### config.mk
export PLATFORM = sky130hd
export DESIGN_NAME = flash_pe_ctrl
export DESIGN_NICKNAME = d
export VERILOG_FILES = /design/src/rtl/fpc_pkg.sv /design/src/rtl/fpc_bus.sv /design/src/rtl/fpc_cmd_gen.sv /design/src/rtl/flash_pe_ctrl.sv
export SDC_FILE = /design/constraint.sdc
export NUM_CORES = 1
export LEC_CHECK = 0
export BUFFER_PORTS_ARGS = -buffer_cell sky130_fd_sc_hd__clkbuf_2
export CAP_MARGIN = 20
export CORE_AREA = 8 8 157 115
export CTS_BUF_LIST = sky130_fd_sc_hd__clkbuf_4
export DETAILED_ROUTE_END_ITERATION = 7
export DIE_AREA = 0 0 165 123
export HOLD_SLACK_MARGIN = 0.1
export PLACE_DENSITY = 0.75
export SLEW_MARGIN = 25
export SYNTH_ARGS = -nofsm -noshare
export SYNTH_HDL_FRONTEND = slang
export SYNTH_SLANG_ARGS = --single-unit
### constraint.sdc
create_clock -name clk -period 3.8 [get_ports clk]
set_input_delay 0.57 -clock clk [delete_from_list [all_inputs] [get_ports clk]]
set_output_delay 0.57 -clock clk [all_outputs]
set_load 0.02 [all_outputs]
### src/rtl/fpc_pkg.sv
package fpc_pkg;
  typedef enum logic [1:0] {
    OPC_PROG  = 2'd0,
    OPC_SECT  = 2'd1,
    OPC_CHIP  = 2'd2
  } opc_t;

  function automatic int unsigned ceil_div(input longint unsigned n, input longint unsigned d);
    return int'((n + d - 1) / d);
  endfunction
endpackage

### src/rtl/fpc_bus.sv
module fpc_bus #(
  parameter int CLK_PERIOD_NS = 20,
  parameter int ADDR_W        = 19,
  parameter int DATA_W        = 16
) (
  input  logic              clk,
  input  logic              rst,
  input  logic              go,
  input  logic              wr,
  input  logic [ADDR_W-1:0] a_in,
  input  logic [DATA_W-1:0] d_in,
  output logic              ack,
  output logic [DATA_W-1:0] rdata,
  output logic              ce_n,
  output logic              we_n,
  output logic              oe_n,
  output logic [ADDR_W-1:0] addr,
  output logic [DATA_W-1:0] dq_out,
  output logic              dq_oe,
  input  logic [DATA_W-1:0] dq_in
);
  import fpc_pkg::*;

  localparam int WP_CYC  = ceil_div(45, CLK_PERIOD_NS);
  localparam int WPH_CYC = ceil_div(20, CLK_PERIOD_NS);
  localparam int WC_CYC  = ceil_div(90, CLK_PERIOD_NS);
  localparam int WHI_CYC = (WC_CYC - WP_CYC > WPH_CYC) ? WC_CYC - WP_CYC : WPH_CYC;
  localparam int OE_CYC  = ceil_div(35, CLK_PERIOD_NS);
  localparam int OEH_RAW = ceil_div(10, CLK_PERIOD_NS);
  localparam int OEH_CYC = (OEH_RAW < 1) ? 1 : OEH_RAW;
  localparam int MAX_CYC = (WP_CYC > WHI_CYC) ? ((WP_CYC > OE_CYC) ? WP_CYC : OE_CYC)
                                              : ((WHI_CYC > OE_CYC) ? WHI_CYC : OE_CYC);
  localparam int CNT_W   = $clog2(MAX_CYC + 1) + 1;

  typedef enum logic [1:0] {B_IDLE, B_SETUP, B_LOW, B_HIGH} bst_t;
  bst_t st;
  logic [CNT_W-1:0] cnt;
  logic             wr_q;

  always_ff @(posedge clk) begin
    if (rst) begin
      st <= B_IDLE; cnt <= '0; wr_q <= 1'b0; ack <= 1'b0;
      rdata <= '0; ce_n <= 1'b1; we_n <= 1'b1; oe_n <= 1'b1;
      addr <= '0; dq_out <= '0; dq_oe <= 1'b0;
    end else begin
      ack <= 1'b0;
      case (st)
        B_IDLE: if (go) begin
          wr_q   <= wr;
          addr   <= a_in;
          dq_out <= d_in;
          dq_oe  <= wr;
          ce_n   <= 1'b0;
          st     <= B_SETUP;
        end
        B_SETUP: begin
          if (wr_q) begin
            we_n <= 1'b0;
            cnt  <= CNT_W'(WP_CYC - 1);
          end else begin
            oe_n <= 1'b0;
            cnt  <= CNT_W'(OE_CYC - 1);
          end
          st <= B_LOW;
        end
        B_LOW: begin
          if (cnt == '0) begin
            we_n  <= 1'b1;
            oe_n  <= 1'b1;
            ce_n  <= 1'b1;
            dq_oe <= 1'b0;
            if (!wr_q) rdata <= dq_in;
            cnt   <= wr_q ? CNT_W'(WHI_CYC - 1) : CNT_W'(OEH_CYC - 1);
            st    <= B_HIGH;
          end else begin
            cnt <= cnt - 1'b1;
          end
        end
        default: begin
          if (cnt == '0) begin
            ack <= 1'b1;
            st  <= B_IDLE;
          end else begin
            cnt <= cnt - 1'b1;
          end
        end
      endcase
    end
  end

  // Checker-side run length of the write and read strobes
  logic [CNT_W-1:0] we_run, oe_run;
  always_ff @(posedge clk) begin
    if (rst) begin
      we_run <= '0; oe_run <= '0;
    end else begin
      we_run <= we_n ? '0 : we_run + 1'b1;
      oe_run <= oe_n ? '0 : oe_run + 1'b1;
    end
  end

  AST_WE_NEEDS_CE: assert property (@(posedge clk) disable iff (rst) !we_n |-> !ce_n);
  AST_ADDR_HELD: assert property (@(posedge clk) disable iff (rst)
    (!we_n && $past(!we_n)) |-> ($stable(addr) && $stable(dq_out)));
  AST_WE_MIN_LOW: assert property (@(posedge clk) disable iff (rst)
    $rose(we_n) |-> (32'(we_run) >= 32'(WP_CYC)));
  AST_OE_EXCL: assert property (@(posedge clk) disable iff (rst) !oe_n |-> (we_n && !dq_oe));
  AST_OE_MIN_LOW: assert property (@(posedge clk) disable iff (rst)
    $rose(oe_n) |-> (32'(oe_run) >= 32'(OE_CYC)));
endmodule

### src/rtl/fpc_cmd_gen.sv
module fpc_cmd_gen #(
  parameter int ADDR_W = 19,
  parameter int DATA_W = 16,
  parameter int SECT_W = 3
) (
  input  fpc_pkg::opc_t     op,
  input  logic [2:0]        step,
  input  logic [ADDR_W-1:0] tgt_addr,
  input  logic [DATA_W-1:0] tgt_data,
  input  logic [SECT_W-1:0] sect_idx,
  output logic [ADDR_W-1:0] c_addr,
  output logic [DATA_W-1:0] c_data,
  output logic              c_last
);
  import fpc_pkg::*;

  localparam int LANES = DATA_W / 8;
  localparam logic [ADDR_W-1:0] UNLK_A = ADDR_W'(20'h05555);
  localparam logic [ADDR_W-1:0] UNLK_B = ADDR_W'(20'h02AAA);

  function automatic logic [DATA_W-1:0] rep(input logic [7:0] b);
    return {LANES{b}};
  endfunction

  logic [ADDR_W-1:0] sect_base;
  assign sect_base = {sect_idx, {(ADDR_W-SECT_W){1'b0}}};

  always_comb begin
    c_addr = UNLK_A;
    c_data = rep(8'hAA);
    c_last = (op == OPC_PROG) ? (step == 3'd3) : (step == 3'd5);
    case (step)
      3'd0: begin c_addr = UNLK_A; c_data = rep(8'hAA); end
      3'd1: begin c_addr = UNLK_B; c_data = rep(8'h55); end
      3'd2: begin c_addr = UNLK_A; c_data = (op == OPC_PROG) ? rep(8'hA0) : rep(8'h80); end
      3'd3: begin
        c_addr = (op == OPC_PROG) ? tgt_addr : UNLK_A;
        c_data = (op == OPC_PROG) ? tgt_data : rep(8'hAA);
      end
      3'd4: begin c_addr = UNLK_B; c_data = rep(8'h55); end
      default: begin
        c_addr = (op == OPC_CHIP) ? UNLK_A : sect_base;
        c_data = (op == OPC_CHIP) ? rep(8'h10) : rep(8'h30);
      end
    endcase
  end
endmodule

### src/rtl/flash_pe_ctrl.sv
module flash_pe_ctrl #(
  parameter int CLK_PERIOD_NS = 20,
  parameter int ADDR_W        = 19,
  parameter int DATA_W        = 16,
  parameter int N_SECT        = 8,
  parameter int PROG_MAX_US   = 300,
  parameter int SECT_MAX_US   = 15000000,
  parameter int CHIP_MAX_US   = 64000000
) (
  input  logic              clk,
  input  logic              rst,
  input  logic              start,
  input  logic [1:0]        op,
  input  logic [ADDR_W-1:0] addr,
  input  logic [DATA_W-1:0] wdata,
  input  logic [N_SECT-1:0] sect_mask,
  output logic              busy,
  output logic              done,
  output logic              err,
  output logic              fl_ce_n,
  output logic              fl_we_n,
  output logic              fl_oe_n,
  output logic [ADDR_W-1:0] fl_addr,
  output logic [DATA_W-1:0] fl_dq_out,
  output logic              fl_dq_oe,
  input  logic [DATA_W-1:0] fl_dq_in
);
  import fpc_pkg::*;

  localparam int SECT_W = $clog2(N_SECT);
  localparam longint unsigned PROG_LIM = (longint'(PROG_MAX_US) * 1000 + CLK_PERIOD_NS - 1) / CLK_PERIOD_NS;
  localparam longint unsigned SECT_LIM = (longint'(SECT_MAX_US) * 1000 + CLK_PERIOD_NS - 1) / CLK_PERIOD_NS;
  localparam longint unsigned CHIP_LIM = (longint'(CHIP_MAX_US) * 1000 + CLK_PERIOD_NS - 1) / CLK_PERIOD_NS;
  localparam longint unsigned MAX_LIM  = (PROG_LIM > SECT_LIM) ? ((PROG_LIM > CHIP_LIM) ? PROG_LIM : CHIP_LIM)
                                                             : ((SECT_LIM > CHIP_LIM) ? SECT_LIM : CHIP_LIM);
  localparam int TMO_W = $clog2(MAX_LIM + 1) + 1;
  localparam logic [DATA_W-1:0] POLL_MASK = {(DATA_W/8){8'h80}};

  typedef enum logic [2:0] {T_IDLE, T_CMD, T_CMDW, T_POLL, T_POLLW} tst_t;
  tst_t st;

  opc_t              op_q;
  logic [ADDR_W-1:0] addr_q, poll_addr;
  logic [DATA_W-1:0] data_q, exp_q;
  logic [N_SECT-1:0] mask_q;
  logic [2:0]        step;
  logic [TMO_W-1:0]  tcnt, lim;

  function automatic logic [SECT_W-1:0] lowest(input logic [N_SECT-1:0] m);
    logic [SECT_W-1:0] r;
    r = '0;
    for (int i = N_SECT - 1; i >= 0; i--) if (m[i]) r = SECT_W'(i);
    return r;
  endfunction

  logic [ADDR_W-1:0] c_addr;
  logic [DATA_W-1:0] c_data, rdata;
  logic              c_last, ack, bus_go, bus_wr;
  logic [N_SECT-1:0] mask_next;
  assign mask_next = mask_q & (mask_q - 1'b1);

  fpc_cmd_gen #(.ADDR_W(ADDR_W), .DATA_W(DATA_W), .SECT_W(SECT_W)) u_cmd (
    .op(op_q), .step(step), .tgt_addr(addr_q), .tgt_data(data_q),
    .sect_idx(lowest(mask_q)), .c_addr(c_addr), .c_data(c_data), .c_last(c_last)
  );

  assign bus_go = (st == T_CMD) || (st == T_POLL);
  assign bus_wr = (st == T_CMD);

  fpc_bus #(.CLK_PERIOD_NS(CLK_PERIOD_NS), .ADDR_W(ADDR_W), .DATA_W(DATA_W)) u_bus (
    .clk(clk), .rst(rst), .go(bus_go), .wr(bus_wr),
    .a_in(bus_wr ? c_addr : poll_addr), .d_in(c_data),
    .ack(ack), .rdata(rdata), .ce_n(fl_ce_n), .we_n(fl_we_n), .oe_n(fl_oe_n),
    .addr(fl_addr), .dq_out(fl_dq_out), .dq_oe(fl_dq_oe), .dq_in(fl_dq_in)
  );

  always_ff @(posedge clk) begin
    if (rst) begin
      st <= T_IDLE; op_q <= OPC_PROG; addr_q <= '0; data_q <= '0; mask_q <= '0;
      poll_addr <= '0; exp_q <= '0; step <= '0; tcnt <= '0; lim <= '0;
      busy <= 1'b0; done <= 1'b0; err <= 1'b0;
    end else begin
      done <= 1'b0;
      err  <= 1'b0;
      case (st)
        T_IDLE: if (start) begin
          op_q   <= opc_t'(op);
          addr_q <= addr;
          data_q <= wdata;
          mask_q <= sect_mask;
          step   <= '0;
          tcnt   <= '0;
          case (opc_t'(op))
            OPC_PROG: begin poll_addr <= addr; exp_q <= wdata; lim <= TMO_W'(PROG_LIM); end
            OPC_SECT: begin
              poll_addr <= {lowest(sect_mask), {(ADDR_W-SECT_W){1'b0}}};
              exp_q <= '1; lim <= TMO_W'(SECT_LIM);
            end
            default: begin poll_addr <= '0; exp_q <= '1; lim <= TMO_W'(CHIP_LIM); end
          endcase
          if (opc_t'(op) == OPC_SECT && sect_mask == '0) begin
            err <= 1'b1;
          end else begin
            busy <= 1'b1;
            st   <= T_CMD;
          end
        end
        T_CMD: st <= T_CMDW;
        T_CMDW: if (ack) begin
          if (!c_last) begin
            step <= step + 1'b1;
            st   <= T_CMD;
          end else if (op_q == OPC_SECT && mask_next != '0) begin
            mask_q <= mask_next;
            st     <= T_CMD;
          end else begin
            st <= T_POLL;
          end
        end
        T_POLL: begin
          tcnt <= tcnt + 1'b1;
          st   <= T_POLLW;
        end
        default: begin
          tcnt <= tcnt + 1'b1;
          if (ack) begin
            if (((rdata ^ exp_q) & POLL_MASK) == '0) begin
              done <= 1'b1; busy <= 1'b0; st <= T_IDLE;
            end else if (tcnt >= lim) begin
              err <= 1'b1; busy <= 1'b0; st <= T_IDLE;
            end else begin
              st <= T_POLL;
            end
          end
        end
      endcase
    end
  end

  AST_DONE_ERR_EXCL: assert property (@(posedge clk) disable iff (rst) !(done && err));
  AST_DONE_ENDS_BUSY: assert property (@(posedge clk) disable iff (rst) done |-> !busy);
  AST_ERR_QUIET: assert property (@(posedge clk) disable iff (rst)
    err |-> (fl_ce_n && fl_we_n && fl_oe_n && !fl_dq_oe));
  AST_REQ_HELD: assert property (@(posedge clk) disable iff (rst)
    ($past(busy) && busy) |-> ($stable(op_q) && $stable(addr_q) && $stable(data_q)));
  AST_EMPTY_MASK: assert property (@(posedge clk) disable iff (rst)
    (!busy && start && op == 2'd1 && sect_mask == '0) |=> (err && !busy));
endmodule

* Word level (Yosys, flattened, before mapping)
Cells that the tools add are included.
Widths: inputs -> output; s select.
** Word-level totals
- Register bits after elaboration :: 217
- Input port bits :: 64
- Output and inout port bits :: 42
** Operators by class
- $add $sub $neg :: 4
- $lt $le $gt $ge :: 1
- Equal/unequal tests :: 24
- Muxes and demuxes :: 81
- Bitwise gates (word level) :: 7
- Reduce and logical (&&, ||, !) cells :: 38
** Operators by type and width (number)
- $mux 3 :: 25
- $pmux 33 s2 :: 1
- $pmux 16 s4 :: 1
- $pmux 32 s2 :: 1
- $mux 19 :: 3
- $pmux 19 s3 :: 1
- $pmux 19 s2 :: 1
- $add 33x1->33 const B :: 1
- $ge 33x33->1 :: 1
- $mux 33 :: 1
- $mux 16 :: 2
- $mux 8 :: 4
- $mux 14 :: 2
- $mux 1 :: 20
- $logic_not 16->1 :: 1
- $mux 2 :: 8
- $pmux 8 s2 :: 1
- $xor 16x16->16 :: 1
- $reduce_and 3->1 :: 5
- $ne 2x2->1 const B :: 7
- $eq 3x2->1 const B :: 4
- $pmux 1 s2 :: 6
- $pmux 3 s4 :: 1
- $reduce_and 5->1 :: 2
- other kinds (29) :: 55

* Longest topological paths before layout
Gate-level depths: netlist of run 1.
- Depth in word-level cells :: 11
- Depth in mapped cells :: 10
- Mapped depth without buffers :: 8

* Modules after synthesis
Synthesis of run 1 repeated with hierarchy kept, for this count alone.
** Unflattened totals
- Cells, all modules :: 1078
- Area, all modules :: 8494.4 µm²
** Modules (own cells, without submodules)
- flash_pe_ctrl :: instances 1, cells an instance 682, area each 5444.0 µm²
- fpc_bus :: instances 1, cells an instance 301, area each 2419.8 µm²
- fpc_cmd_gen :: instances 1, cells an instance 95, area each 630.6 µm²

* Worst setup path after synthesis of run 1
OpenSTA, ideal clock, no wires.
- Path kind :: flip-flop to flip-flop
- Start point :: register step[2]
- End point :: register mask_q[6]
- Library setup time :: 0.132 ns
- Data arrival time :: 1.870 ns
- Required time :: 3.668 ns
- Slack :: 1.798 ns
- Stages on the path, launching flop included :: 10
- Period minus slack after synthesis :: 2.002 ns
- Cell sequence :: dfxtp_1 > clkbuf_1 > inv_1 > ha_1 > buf_2 > nor3b_1 > a31o_2 > nand3_1 > o311ai_0 > a21oi_1
** Between the ends
- Word-level cells in the longest chain between the ends :: 4
- Elaborated cells between the ends (all ways) :: 5
- Those cells by class :: eq/ne: 3; mux: 1; reduce/logical: 1
** Ends and longest elaborated chain
- from (decl) :: RTL line flash_pe_ctrl.sv:46 : logic [2:0] step;
- from (signal assigned) :: RTL line flash_pe_ctrl.sv:111 : step <= step + 1'b1;
- $eq 3x3->1 or $eq 3x2->1 (tied branches) :: RTL line fpc_cmd_gen.sv:31 : c_last = (op == OPC_PROG) ? (step == 3'd3) : (step == 3'd5);
- $mux 1 (*) :: RTL line fpc_cmd_gen.sv:31
- $ne 2x2->1 (no source line) (*)
- $reduce_and 5->1 (no source line) (*)
- to (signal assigned) :: RTL line flash_pe_ctrl.sv:90 : mask_q <= sect_mask;
- to (signal assigned) :: RTL line flash_pe_ctrl.sv:114 : mask_q <= mask_next;
- to (decl) :: RTL line flash_pe_ctrl.sv:45 : logic [N_SECT-1:0] mask_q;
Mark *: on every way between the ends. The rest lies on a longest branch, timed or not.
A chain may end at the register's enable or synchronous reset.

* Worst setup path after layout of run 1
- Start point :: register step[0]
- End point :: register u_bus.addr[7]
** Between the ends
- Word-level cells in the longest chain between the ends :: 4
- Elaborated cells between the ends (all ways) :: 9
- Those cells by class :: eq/ne: 4; mux: 2; reduce/logical: 3
** Ends and longest elaborated chain
- $eq 3x1->1 (tied with other cells) :: RTL line fpc_cmd_gen.sv:32 : case (step)
- $reduce_or 2->1 (no source line)
- $pmux 19 s3 (*) :: RTL line fpc_cmd_gen.sv:32
- $mux 19 (*) :: RTL line flash_pe_ctrl.sv:72 : .a_in(bus_wr ? c_addr : poll_addr), .d_in(c_data),
- to (signal assigned) :: RTL line fpc_bus.sv:50 : addr <= a_in;
- to (decl) :: RTL line fpc_bus.sv:17 : output logic [ADDR_W-1:0] addr,
Marked as above.

==> results of run 1 <==
==> metrics by stage <==
step | std cells | cell area [um2] | setup slack (ns) | util, %
after floorplan | 952 | 7650 | 1.80 | -
after global placement | 1195 | 8190 | 1.04 | 51.9
after detailed placement | 1195 | 8190 | 1.04 | 51.9
after CTS | 1226 | 8520 | 1.00 | 54.1
after global routing | 1227 | 8550 | 0.782 | 54.3
final | 1227 | 8550 | 0.971 | 54.3
==> logic make-up (layout without fill, tap and decap cells) <==
| group | Yosys count | in the layout | synth area share (%) |
|---|---|---|---|
| simple gates | 386 | 386 | 23.5 |
| buf+inv | 99 | 169 | 5.22 |
| mux | 7 | 7 | 0.932 |
| xor+xnor | 31 | 31 | 3.55 |
| flops | 162 | 162 | 42.4 |
| fa+ha+maj | 34 | 34 | 5.53 |
| compound gates | 233 | 233 | 18.9 |
==> flip-flops by register name (all words and copies together), names as in the netlist, 2 cells and up <==
name,cells
st,3
mask_q,8
op_q,2
u_bus.dq_out,16
data_q,16
exp_q,2
tcnt,33
addr_q,19
step,3
poll_addr,19
u_bus.rdata,2
u_bus.addr,19
u_bus.st,2
lim,6
u_bus.cnt,3
==> worst min-delay path by stage <==
stage	cells past startpoint	start	endpoint	slack, ns
floorplan	2	addr_q[15]$_SDFFE_PP0P_	addr_q[15]$_SDFFE_PP0P_	0.43
global placement	2	data_q[9]$_SDFFE_PP0P_	data_q[9]$_SDFFE_PP0P_	0.44
detailed placement	2	data_q[9]$_SDFFE_PP0P_	data_q[9]$_SDFFE_PP0P_	0.44
CTS	3	wdata[6]	data_q[6]$_SDFFE_PP0P_	0.18
global route	3	wdata[14]	data_q[14]$_SDFFE_PP0P_	0.15
finish	3	wdata[4]	data_q[4]$_SDFFE_PP0P_	0.21
==> report_power, final <==
group / switching, W / internal, W / leakage (nW)
logic: 0.00152 / 0.000801 / 1.83
registers: 0.000312 / 0.00208 / 1.32
clock network: 0.000612 / 0.000584 / 0.171
==> worst max-delay path, stage by stage, from the launching register on <==
cell and delay, ns:
dfxtp_1 0.43, ha_1 0.17, ha_1 0.59, nor3b_2 0.60, nor2b_1 0.60, a221oi_1 0.17
nor3_1 0.20
==> cells in the mapped netlist (3+ instances only) <==
| master | count | area share, % |
|---|---|---|
| and4_1 | 5 | 0.57 |
| nor3_1 | 31 | 2.0 |
| and3_1 | 3 | 0.25 |
| o21bai_1 | 4 | 0.39 |
| xnor2_1 | 9 | 1.0 |
| nand2_1 | 134 | 6.6 |
| o21ai_0 | 38 | 2.5 |
| nor3b_1 | 3 | 0.29 |
| nand4_1 | 11 | 0.90 |
| dfxtp_1 | 162 | 42 |
| a211oi_1 | 5 | 0.49 |
| nor4_1 | 7 | 0.57 |
| a31oi_1 | 4 | 0.33 |
| clkbuf_1 | 38 | 1.9 |
| xor2_1 | 22 | 2.5 |
| nand3_1 | 40 | 2.6 |
| a221oi_1 | 17 | 1.9 |
| inv_1 | 37 | 1.8 |
| buf_1 | 7 | 0.34 |
| nor2_1 | 111 | 5.4 |
| o211ai_1 | 6 | 0.59 |
| ha_1 | 33 | 5.4 |
| buf_2 | 16 | 1.0 |
| a21oi_1 | 117 | 7.7 |
| a311oi_1 | 7 | 0.80 |
| or2_2 | 3 | 0.25 |
| a22oi_1 | 3 | 0.29 |
| a211o_1 | 4 | 0.46 |
| nand3b_1 | 4 | 0.39 |
| nor2b_1 | 7 | 0.57 |
| or3_1 | 8 | 0.65 |
| mux2i_1 | 6 | 0.78 |
| nand2b_1 | 8 | 0.65 |
==> placed cells by master, fill, tap and decap left out, types with 5 or more instances in the layout <==
cell | Yosys | routed
or3_1 | 8 | 8
and4_1 | 5 | 5
nand3_1 | 40 | 40
nor4_1 | 7 | 7
xor2_1 | 22 | 22
a221oi_1 | 17 | 17
a21oi_1 | 117 | 117
inv_1 | 37 | 37
mux2i_1 | 6 | 6
buf_4 | 0 | 10
clkbuf_4 | 0 | 17
nand4_1 | 11 | 11
clkbuf_2 | 0 | 90
bufinv_16 | 0 | 5
nor2b_1 | 7 | 7
o21ai_0 | 38 | 38
nor2_1 | 111 | 111
xnor2_1 | 9 | 9
ha_1 | 33 | 33
nand2_1 | 134 | 134
o211ai_1 | 6 | 6
a211oi_1 | 5 | 5
nand2b_1 | 8 | 8
a311oi_1 | 7 | 7
nor3_1 | 31 | 31
dfxtp_1 | 162 | 161
==> metal layers <==
metal | vias to the layer above | wire length [um]
met2 | 204 | 7960
met1 | 3148 | 9290
met3 | 19 | 1420
li1 | 3441 | -
met4 | 0 | 240
met5 | - | 0
==> layout make-up <==
type,count,area share (%)
inverters,37,1.62
repair buffers,101,6.47
well taps,205,3.00
flip-flops and latches,162,37.9
clock inverters,14,2.47
multi-input cells,691,47.0
clock buffers,17,1.49
==> out/qor.csv, run 1 <==
metric,value,unit
Post-DRT Antenna Nets,0,
DRC viols,0,
register area share after synthesis,42.4,%
kind of end point of the critical path,flop,
Mapped Nets,1049,
GRT Util Overall,18.5,%
"Hold Vio Cnt, Final",0,
PD cells,692,mW/mm2
crit-path max FO,19,
clock root cell,clkbuf_4,
Leak,3.33,nW
Port Buffer Count,91,
clock-pin slew of the registers on the worst-case setup and hold paths,0.14,ns
first-pass GRT wire length,30500,um
DR vias,6812,
Avg Vias per Cell,5.55,
post-cts sizing count,0,
# rows,39,
Layout area overhead,11.8,%
Post-Route Setup TNS,0,ns
Die ar.,0.0203,mm2
Final Skew,0.0195,ns
status,finished clean,
r2r endpoint,u_bus.addr[7]$_SDFFE_PP0P_,
FF-to-FF Start,step[0]$_SDFFE_PP0P_,
nets@finish,1107,
final period utilization,74.5,%
final setup violating endpoints,0,
DRT Pass-1 Iters,5,
DR WL/cell,15.4,um
fillers,1500,
ANT cells,0,
layout cells sized above 1,14.7,%
maximum clock insertion buffer count,2,
crit path from,step[0]$_SDFFE_PP0P_,
met3 GRT Util,4.62,%
setup bufs post-CTS,0,
max-slew violation count,0,
Yosys warning total,0,
Most Crowded Layer GR,met1,
area of the multi-input gates,0.00402,mm2
Sink Count,162,
Final Power,0.00592,W
"FFs w/ async S/R, synth",0,%
Die H,123,um
Synth Area per Inst,8.04,um2
Final HPWL DP,12800,um
Slew headroom,29.9,%
RSZ-0062 raised after global routing,false,
Initial Util,48.6,%
IO Pins,106,
post-synth design cell area,0.00765,mm2
final global-route overflow total,0,
max-cap violations,0,
Reg2Reg Depth,6,
VDD IR max,0.460,mV
gpl congestion,0.886,
Worst EP arrival,3.31,ns
Slew @ Worst Pin,1.05,ns
clk_lat worst skew,0.56,ns
Hold Path Class,primary input to flop,
Post-synth EDFFs,0,
CP Launch Type,flop,
largest net degree at the start of global routing,100,
Max H-tree Level,4,
initial antenna violation count,0,
fmax,0.353,GHz
Seq cells post-synth,162,
register-to-register setup slack,0.97,ns
minimum clock period,2.83,ns
CTS Hold Buffers Added,0,
Die Wd,165,um
Critical Path End,u_bus.addr[7]$_SDFFE_PP0P_,
Synth Flop Type,dfxtp_1,
grt met2 use,26.2,%
core area,0.0158,mm2
crit path kind,flop to flop,
Cell variety after synth,66,
WL final,18900,um
M1 GR Usage,27.1,%
Seq. cell area,0.00324,mm2
number of global-route vias before repair,6076,
Iteration-0 DRC Markers,795,
CTS tree,built,
total CTS buffers,17,
Mapped Cells,952,
Min Hold Slack,0.211,ns
critical path required time,4.28,ns
Power figures use the tool's default switching activity.
==> inputs of run 2 (changes only) <==
Settings changed: ABC_AREA from default to 1, CORE_AREA 8 8 157 115 to 8 8 164 119, DIE_AREA 0 0 165 123 to 0 0 172 127, PLACE_DENSITY 0.75 to 0.77.
Clock period 3.8 ns to 2.6 ns, I/O delays scaled along.
==> out/qor.csv, run 2 <==
metric,value,unit
initial antenna violation count,0,
first-pass GRT wire length,38200,um
crit path kind,flop to flop,
final global-route overflow total,0,
Worst EP arrival,2.64,ns
cell with the most instances after synthesis,nand2_1,
clk_lat worst skew,0.58,ns
crit path from,step[0]$_SDFFE_PP0P_,
Die H,127,um
fmax,0.455,GHz
DR vias,8529,
most frequent cells in the layout,"nand2_1, nor2_1, dfxtp_1",
Mapped Nets,1317,
post-cts sizing count,0,
Post-DRT Antenna Nets,0,
IO Pins,106,
Port Buffer Count,91,
Leak,4.17,nW
DRT Pass-1 Iters,6,
"FFs w/ async S/R, synth",0,%
setup bufs post-CTS,0,
maximum clock insertion buffer count,2,
post-synth design cell area,0.00831,mm2
crit-path max FO,14,
Synth top area share,39.0,%
Die Wd,172,um
critical path required time,3.04,ns
register area share after synthesis,39.0,%
dominant cells by area after synthesis,"dfxtp_1, nand2_1, a21oi_1",
FF-to-FF Start,step[0]$_SDFFE_PP0P_,
Seq cells post-synth,162,
DRC viols,0,
Synth Flop Type,dfxtp_1,
Cell variety after synth,42,
post-place setup slack,0.511,ns
Hold Path Origin,start,
Initial Util,49.1,%
RSZ-0062 raised after global routing,false,
CP Launch Type,flop,
Iteration-0 DRC Markers,1014,
max-slew violation count,0,
Slew @ Worst Pin,0.743,ns
Hold Path Class,primary input to flop,
Yosys warning total,0,
max-cap violations,0,
status,finished clean,
GRT Util Overall,21.4,%
largest net degree at the start of global routing,47,
Final Skew,0.0341,ns
layout cells sized above 1,11.9,%
Layout area overhead,16.0,%
Sink Count,162,
Biggest register,tcnt,
core area,0.0169,mm2
Avg Vias per Cell,5.39,
"Hold Vio Cnt, Final",0,
minimum clock period,2.20,ns
nets@finish,1434,
Final HPWL DP,17200,um
fillers,1628,
"most common cell after layout, fill and taps aside",nand2_1,
Post-Route Setup TNS,0,ns
clock root cell,clkbuf_4,
commonest cells in the netlist,"nand2_1, nor2_1, dfxtp_1",
Post-synth EDFFs,0,
Final Power,0.00917,W
total CTS buffers,17,
PD cells,952,mW/mm2
clock-pin slew of the registers on the worst-case setup and hold paths,0.17,ns
VDD IR max,0.518,mV
Final WS setup,0.403,ns
DR WL/cell,15.2,um
final setup violating endpoints,0,
cell taking the most area after synthesis,dfxtp_1,
gpl congestion,0.973,
max reg flops,33,
kind of end point of the critical path,flop,
number of global-route vias before repair,7672,
Die ar.,0.0218,mm2
CTS tree,built,
Mapped Cells,1220,
final period utilization,84.5,%
Synth Area per Inst,6.81,um2
# rows,40,
Slew headroom,50.4,%
Max H-tree Level,4,
WL final,24000,um
run 2: logic make-up (layout without fill, tap and decap cells):
logic type                 Yosys count  in the layout  share of synthesized area (%)
AOI/OAI and AO/OA                  269            269                           17.6
xor gates and xnor gates             9              9                          0.949
DFF                                162            162                           39.0
buffers and inverters              164            294                           8.20
and+or+nand+nor                    583            583                           29.2
adders and majority gates           33             33                           4.97
other                                0              1                              0
run 2: repair_timing:
action / 4_1_cts / 5_1_grt
hold buffers: 38 / 0
endpoints found under the hold margin: 50 / 0
setup endpoints to repair: 0 / 0
run 2: worst max-delay path, stage by stage (launching register included):
cell and delay, ns:
dfxtp_1 0.40, ha_1 0.17, ha_1 0.35, nand2_1 0.12, o31ai_1 0.16, nand3_1 0.13, nand2_1 0.37, nand2_1 0.19
nand2_1 0.11, a21oi_1 0.06
run 2: metrics by stage:
stage / instances / hold slack [ns] / area [um2] / utilization, %
2_1_floorplan: 1220 / 0.420 / 8310 / -
3_3_place_gp: 1511 / 0.429 / 8930 / 52.8
3_5_place_dp: 1511 / 0.436 / 8930 / 52.8
4_1_cts: 1581 / 0.126 / 9630 / 56.9
5_1_grt: 1581 / 0.124 / 9630 / 56.9
6_report: 1582 / 0.149 / 9630 / 57.0
run 2: power by group:
| part | total, W | switching, W | internal, W |
|---|---|---|---|
| sequential | 0.00346 | 0.000387 | 0.00307 |
| combinational | 0.00409 | 0.00281 | 0.00128 |
| clock | 0.00161 | 0.00114 | 0.000479 |
run 2: per-layer routing:
| layer | up-vias | global-route usage, % | wire [um] |
|---|---|---|---|
| li1 | 4221 | - | - |
| met1 | 3876 | 30.9 | 11200 |
| met5 | - | 0 | 0 |
| met4 | 0 | 5.16 | 402 |
| met3 | 39 | 5.48 | 2490 |
| met2 | 393 | 31.3 | 9850 |
run 2: layout make-up:
class | instances | area [um2] | share of cell area (%)
repair buffers | 144 | 948 | 9.84
clock buffers | 17 | 128 | 1.32
flip-flops and latches | 162 | 3240 | 33.7
diodes | 1 | 2.50 | 0.0260
well taps | 231 | 289 | 3.00
inverters | 118 | 448 | 4.65
clock inverters | 15 | 194 | 2.01
multi-input cells | 894 | 4380 | 45.5
run 2: final timing paths:
kind	cells past startpoint	slack [ns]	end
worst min-delay path	3	0.15	err$_SDFF_PP0_
worst max-delay path	9	0.40	mask_q[2]$_SDFFE_PP0P_
worst max register to register	9	0.40	mask_q[2]$_SDFFE_PP0P_
worst min register to register	2	0.46	addr_q[11]$_SDFFE_PP0P_
